==> src/rtl/rx_desc_pkg.sv <==
package rx_desc_pkg;

    typedef enum logic [2:0] {
        ST_LOAD_CUR,
        ST_LOAD_NXT,
        ST_RUN,
        ST_LOOK,
        ST_DROP,
        ST_SKIP,
        ST_CLOSE
    } seq_state_e;

endpackage

==> src/rtl/rx_ring_step.sv <==
// Ring index successor, modulo a power-of-two ring length.
module rx_ring_step #(
    parameter int RING = 8,
    localparam int IW = (RING > 1) ? $clog2(RING) : 1
) (
    input  logic [IW-1:0] idx_i,
    output logic [IW-1:0] idx_o
);

    generate
        if (RING == 1) begin : g_single
            assign idx_o = '0;
        end else begin : g_pow2
            // Width equals log2(RING), so the carry out wraps the index.
            assign idx_o = idx_i + 1'b1;
        end
    endgenerate

endmodule

==> src/rtl/rx_desc_seq.sv <==
module rx_desc_seq
    import rx_desc_pkg::*;
#(
    parameter int RING   = 8,
    parameter int LEN_W  = 8,
    parameter int CNT_W  = 12,
    parameter int DATA_W = 8,
    localparam int IW = (RING > 1) ? $clog2(RING) : 1
) (
    input  logic              clk,
    input  logic              rst_n,
    input  logic              in_valid,
    output logic              in_ready,
    input  logic [DATA_W-1:0] in_data,
    input  logic              in_last,
    output logic              dr_en,
    output logic [IW-1:0]     dr_idx,
    input  logic              dr_own,
    input  logic [LEN_W-1:0]  dr_len,
    output logic              dw_en,
    output logic [IW-1:0]     dw_idx,
    output logic              dw_own,
    output logic              dw_buf_err,
    output logic              dw_ovf_err,
    output logic              dw_eop,
    output logic [CNT_W-1:0]  dw_cnt,
    output logic              buf_we,
    output logic [IW-1:0]     buf_idx,
    output logic [LEN_W-1:0]  buf_off,
    output logic [DATA_W-1:0] buf_data
);

    seq_state_e state_q, state_d;

    logic [IW-1:0]    cur_idx;
    logic [IW-1:0]    idx_inc;
    logic             cur_own, nxt_own;
    logic [LEN_W-1:0] cur_len, nxt_len;
    logic [LEN_W-1:0] fill_q;
    logic [CNT_W-1:0] total_q;
    logic             err_q, ovf_q;

    logic [LEN_W:0]   fill_inc;
    logic             has_room;
    logic             fills;

    rx_ring_step #(.RING(RING)) u_step (
        .idx_i (cur_idx),
        .idx_o (idx_inc)
    );

    assign fill_inc = {1'b0, fill_q} + 1'b1;
    assign has_room = fill_q < cur_len;
    assign fills    = fill_inc == {1'b0, cur_len};

    assign dw_idx   = cur_idx;
    assign buf_idx  = cur_idx;
    assign buf_off  = fill_q;
    assign buf_data = in_data;

    // State register
    always_ff @(posedge clk) begin
        if (!rst_n) state_q <= ST_LOAD_CUR;
        else        state_q <= state_d;
    end

    // Next state and outputs
    always_comb begin
        state_d    = state_q;
        in_ready   = 1'b0;
        dr_en      = 1'b0;
        dr_idx     = cur_idx;
        dw_en      = 1'b0;
        dw_own     = 1'b0;
        dw_buf_err = 1'b0;
        dw_ovf_err = 1'b0;
        dw_eop     = 1'b0;
        dw_cnt     = total_q;
        buf_we     = 1'b0;
        unique case (state_q)
            ST_LOAD_CUR: begin
                dr_en   = 1'b1;
                state_d = ST_LOAD_NXT;
            end
            ST_LOAD_NXT: begin
                dr_en   = 1'b1;
                dr_idx  = idx_inc;
                state_d = ST_RUN;
            end
            ST_RUN: begin
                in_ready = 1'b1;
                if (!cur_own) begin
                    // Unowned start: drop the frame, or poll when idle.
                    if (in_valid) state_d = in_last ? ST_LOAD_CUR : ST_SKIP;
                    else          state_d = ST_LOAD_CUR;
                end else if (in_valid) begin
                    if (has_room) begin
                        buf_we = 1'b1;
                        if (in_last) begin
                            state_d = ST_CLOSE;
                        end else if (fills && nxt_own) begin
                            // Return the full buffer at once and chain.
                            dw_en   = 1'b1;
                            dw_cnt  = total_q + 1'b1;
                            state_d = ST_LOOK;
                        end
                    end else begin
                        state_d = in_last ? ST_CLOSE : ST_DROP;
                    end
                end
            end
            ST_LOOK: begin
                dr_en    = 1'b1;
                dr_idx   = idx_inc;
                in_ready = fill_inc < {1'b0, cur_len};
                buf_we   = in_valid && in_ready;
                state_d  = (buf_we && in_last) ? ST_CLOSE : ST_RUN;
            end
            ST_DROP: begin
                in_ready = 1'b1;
                if (in_valid && in_last) state_d = ST_CLOSE;
            end
            ST_SKIP: begin
                in_ready = 1'b1;
                if (in_valid && in_last) state_d = ST_LOAD_CUR;
            end
            ST_CLOSE: begin
                dw_en      = 1'b1;
                dw_eop     = !err_q;
                dw_buf_err = err_q;
                dw_ovf_err = ovf_q;
                state_d    = ST_LOAD_NXT;
            end
            default: state_d = ST_LOAD_CUR;
        endcase
    end

    // Descriptor cache and frame counters
    always_ff @(posedge clk) begin
        if (!rst_n) begin
            cur_idx <= '0;
            cur_own <= 1'b0;
            cur_len <= '0;
            nxt_own <= 1'b0;
            nxt_len <= '0;
            fill_q  <= '0;
            total_q <= '0;
            err_q   <= 1'b0;
            ovf_q   <= 1'b0;
        end else begin
            unique case (state_q)
                ST_LOAD_CUR: begin
                    cur_own <= dr_own;
                    cur_len <= dr_len;
                end
                ST_LOAD_NXT: begin
                    nxt_own <= dr_own;
                    nxt_len <= dr_len;
                    fill_q  <= '0;
                    total_q <= '0;
                    err_q   <= 1'b0;
                    ovf_q   <= 1'b0;
                end
                ST_RUN: begin
                    if (buf_we) begin
                        fill_q  <= fill_inc[LEN_W-1:0];
                        total_q <= total_q + 1'b1;
                    end
                    if (dw_en) begin
                        cur_idx <= idx_inc;
                        cur_own <= nxt_own;
                        cur_len <= nxt_len;
                        fill_q  <= '0;
                    end
                    if (in_valid && cur_own && !has_room) err_q <= 1'b1;
                end
                ST_LOOK: begin
                    // Single look-ahead, stored whatever its ownership.
                    nxt_own <= dr_own;
                    nxt_len <= dr_len;
                    if (buf_we) begin
                        fill_q  <= fill_inc[LEN_W-1:0];
                        total_q <= total_q + 1'b1;
                    end
                end
                ST_DROP: begin
                    if (in_valid) ovf_q <= 1'b1;
                end
                ST_CLOSE: begin
                    cur_idx <= idx_inc;
                    cur_own <= nxt_own;
                    cur_len <= nxt_len;
                end
                default: ;
            endcase
        end
    end

endmodule

==> config.mk <==
export PLATFORM = sky130hd
export DESIGN_NAME = rx_desc_seq
export DESIGN_NICKNAME = d
export VERILOG_FILES = /design/src/rtl/rx_desc_pkg.sv /design/src/rtl/rx_ring_step.sv /design/src/rtl/rx_desc_seq.sv
export SDC_FILE = /design/constraint.sdc
export NUM_CORES = 1
export LEC_CHECK = 0
export BUFFER_PORTS_ARGS = -buffer_cell sky130_fd_sc_hd__buf_4
export CAP_MARGIN = 20
export CORE_ASPECT_RATIO = 0.75
export CORE_UTILIZATION = 49
export DETAILED_ROUTE_END_ITERATION = 8
export GPL_ROUTABILITY_DRIVEN = 0
export PLACE_DENSITY = 0.73
export RECOVER_POWER = 25
export SYNTH_ARGS = -nofsm -noshare
export SYNTH_HDL_FRONTEND = slang
export SYNTH_SLANG_ARGS = --single-unit
==> constraint.sdc <==
create_clock -name clk -period 7.04 [get_ports clk]
set_input_delay 0.704 -clock clk [delete_from_list [all_inputs] [get_ports clk]]
set_output_delay 0.704 -clock clk [all_outputs]
set_load 0.01 [all_outputs]
==> results.md <==
* Half-perimeter wire length after placement at just over 5000 um
* Distinct cells, synth at 53
* Final min period at roughly 4.2 ns
* Worst hold endpoint: nxt_len[7]
* CP max-delay cell: o21ai_1
* Worst hold path type: register to register
* CTS H-tree depth at 2
* Sequential element share of the synthesized area at 0.3023
* Layout Cells excl Fill at 484
* Max-Cap Viols at 0
* Synth-to-Final Area Change at 13.10%
* Post-synthesis register bit count at 46
* Avg Inst Size Synth at roughly 8.0 um^2
* Crit share post-route at 0.5983
* Max incr delay on CP at around 0.68 ns
* CP dominant cell by count: ha_1
* Core area at ~5900 um^2
* Number of routed nets with antenna violations at 0
* CP Cell Sequence: ha_1 -> nand3_4 -> nor2_1 -> xor2_1 -> ha_1 -> a21o_1 -> a21oi_1 -> nand4b_1 -> o21ai_1 -> o21ai_2 -> inv_1 -> buf_4
* Vias at about 2.6k
* IR drop worst, VDD at 0.1292 mV
* Clock sink count at 46
* Setup repair bufs after CTS at 0
* Fin util at 0.5825
* Post-DR vias/cell at roughly 5.5
* R2r setup slk at 3.31 ns
* Commonest non-fill, non-tap cells in the layout: nand2_1, dfxtp_1, buf_4, o21ai_0, nor2_1
* Critical Path Source Type: register
* RSZ-0062 raised after global routing: false
* Commonest non-fill, non-tap cell in the layout: nand2_1
* Max clock buf depth at 2
* Arr. time, crit path at 3.51 ns
* FF-to-FF Start: buf_off[0]
* WHS at ~0.46 ns
* Vias in the first global route at between 2k and 2.5k
* LEAKAGE at 1.468 nW
* Crit. End Element: output port
* Worst Tran Pin Value at 1.038 ns
* Final setup fails at 0
* Num rows at 24
* Placed cells at 476
* R2R depth at 12
* Crit Path Max Fanout at 12
* Worst skew pair latency at approximately 0.30 ns
* Status: complete, no violations
* Synth warn at 0
* Hold Path Origin: nxt_len[7]
* Worst-path clk slew at ~0.09 ns
* Drc violations at 0
* Initial Utilization at 0.5150
* Critical Path RT at 6.34 ns
* Power per Cell Area at 200.2 nW/um^2
* CTS tree: yes
* Synth Cell Area at about 3000 um^2
* Asr flop ratio synth at 0
* I/O pin count at 66
* GRT Overall Usage at 0.2243
* CTS-repair resized insts at 0
* DIE AREA at approximately 6500 um^2
* Initial drt markers at roughly 130
* Setup TNS at 0 ns
* Clock skew at around 0.0075 ns
* Maximum clock frequency at 237.4 MHz
* Global-route wire length before repair at about 12000 um
* Gr ovfl total at 0
* Mean routed wirelength per cell at about 14 um
* Max-slew headroom at 0.3063
* Main flop type after synthesis: dfxtp_1
* CTS Root Buffer Type: clkbuf_8
* Detailed-route wire length at 6966 um
* Final Slew Violations at 0
* Number of hold violations in the final report at 0
* Mapped Cells at ~380
* Port Buf Inserts at between 40 and 50
* Nets at about 450
* CP Class: register to output port
* RR Endpoint: total_q[10]
* CTS Hold Bufs at 0
* DRT Pass-1 Iters at 5
* Initial antenna violation count at 0
* Number of synthesized flops with an enable pin at 0
* Layout cell share with drive strength beyond 1 at 0.1798
* DIE WIDTH at slightly above 90 um
* Ant diodes at 0
* Die height at 70.29 um
* Pin count of the biggest net entering global routing at 47
* TritonCTS buffer count at 5
* Syn_nets at 419
* Worst hold path stage count at 2
## registers in the layout (all words and copies together) (netlist names)
| signal | flops |
|---|---|
| state_q | 3 |
| total_q | 12 |
| buf_idx | 3 |
| nxt_own | 1 |
| buf_off | 8 |
| cur_len | 8 |
| err_q | 1 |
| nxt_len | 8 |
| cur_own | 1 |
| ovf_q | 1 |
## worst max-delay path, delay by kind of cell, from the launching register on
| kind | cells | cell delay, ns |
|---|---|---|
| adder cells (fa/ha/maj) | 2 | 0.56 |
| AO/OA/AOI/OAI | 4 | 1.26 |
| buffers and inverters | 2 | 0.23 |
| XOR/XNOR | 1 | 0.19 |
| flip-flops | 1 | 0.51 |
| AND/OR/NAND/NOR | 3 | 0.45 |
## Yosys cell counts (2+ instances only)
cell type / number / area (um^2)
a21boi_0: 11 / 82.58
a21o_1: 3 / 22.52
a21oi_1: 11 / 55.05
and2_1: 4 / 25.02
and3_1: 10 / 62.56
buf_2: 3 / 15.01
buf_4: 12 / 90.09
clkbuf_1: 15 / 56.30
dfxtp_1: 46 / 920.9
ha_1: 19 / 237.7
inv_1: 10 / 37.54
mux2_2: 11 / 123.9
mux2i_1: 2 / 20.02
nand2_1: 59 / 221.5
nand2b_1: 7 / 43.79
nand3_1: 17 / 85.08
nand4_1: 6 / 37.54
nand4b_1: 2 / 17.52
nor2_1: 23 / 86.33
nor2b_1: 8 / 50.05
nor3_1: 4 / 20.02
nor3b_1: 2 / 15.01
o211ai_1: 4 / 30.03
o21a_1: 2 / 15.01
o21ai_0: 27 / 135.1
o31ai_1: 4 / 30.03
o41a_1: 2 / 22.52
or3_1: 2 / 12.51
or4_1: 2 / 15.01
xnor2_1: 14 / 122.6
xor2_1: 15 / 131.4
## per-layer routing
layer / global-route usage / vias to the layer above / wire length [um]
met4: 0.04957 / 0 / 44
met5: 0 / - / 0
li1: - / 1345 / -
met2: 0.3399 / 74 / 2934
met3: 0.03813 / 5 / 409
met1: 0.3304 / 1223 / 3576
## per-stage QoR
step	worst slack [ns]	power, mW	area [um^2]
after global placement	3.455	0.4850	3347
final	2.828	0.6900	3446
after detailed placement	3.287	0.4902	3347
after global routing	2.527	0.7331	3446
after floorplan	3.644	0.4393	3047
after CTS	2.914	0.6932	3461
## final cells by class
type                       count  area (um^2)
fill                         567         2470
multi-input combinational    292         1916
sequential                    46        920.9
timing repair buffer          50        360.3
tap                           78        97.59
clock buffer                   5        68.82
clock inverter                 3        45.04
inverter                      10        37.54
## cell families after synthesis
| logic type | share of synthesized area |
|---|---|
| fa+ha+maj | 0.07803 |
| mux | 0.04723 |
| compound gates | 0.1565 |
| other cells | 0.001231 |
| xor+xnor | 0.08337 |
| simple gates | 0.2624 |
| flops | 0.3023 |
| buf+inv | 0.06899 |
## power breakdown
| group | internal, mW | leakage (nW) | switching, mW |
|---|---|---|---|
| registers | 0.280 | 0.374 | 0.0196 |
| clock network | 0.106 | 0.0504 | 0.0968 |
| logic | 0.0710 | 1.04 | 0.116 |
| total | 0.457 | 1.47 | 0.233 |
## worst max-delay path by stage
stage | end | cells after the start | from
2_1_floorplan | dw_cnt[10] | 13 | buf_off[2]
3_3_place_gp | buf_we | 12 | buf_off[2]
3_5_place_dp | buf_we | 12 | buf_off[0]
4_1_cts | buf_we | 12 | buf_off[0]
5_1_grt | buf_we | 12 | buf_off[0]
6_report | buf_we | 12 | buf_off[0]
(Power assumes the default switching activity.)
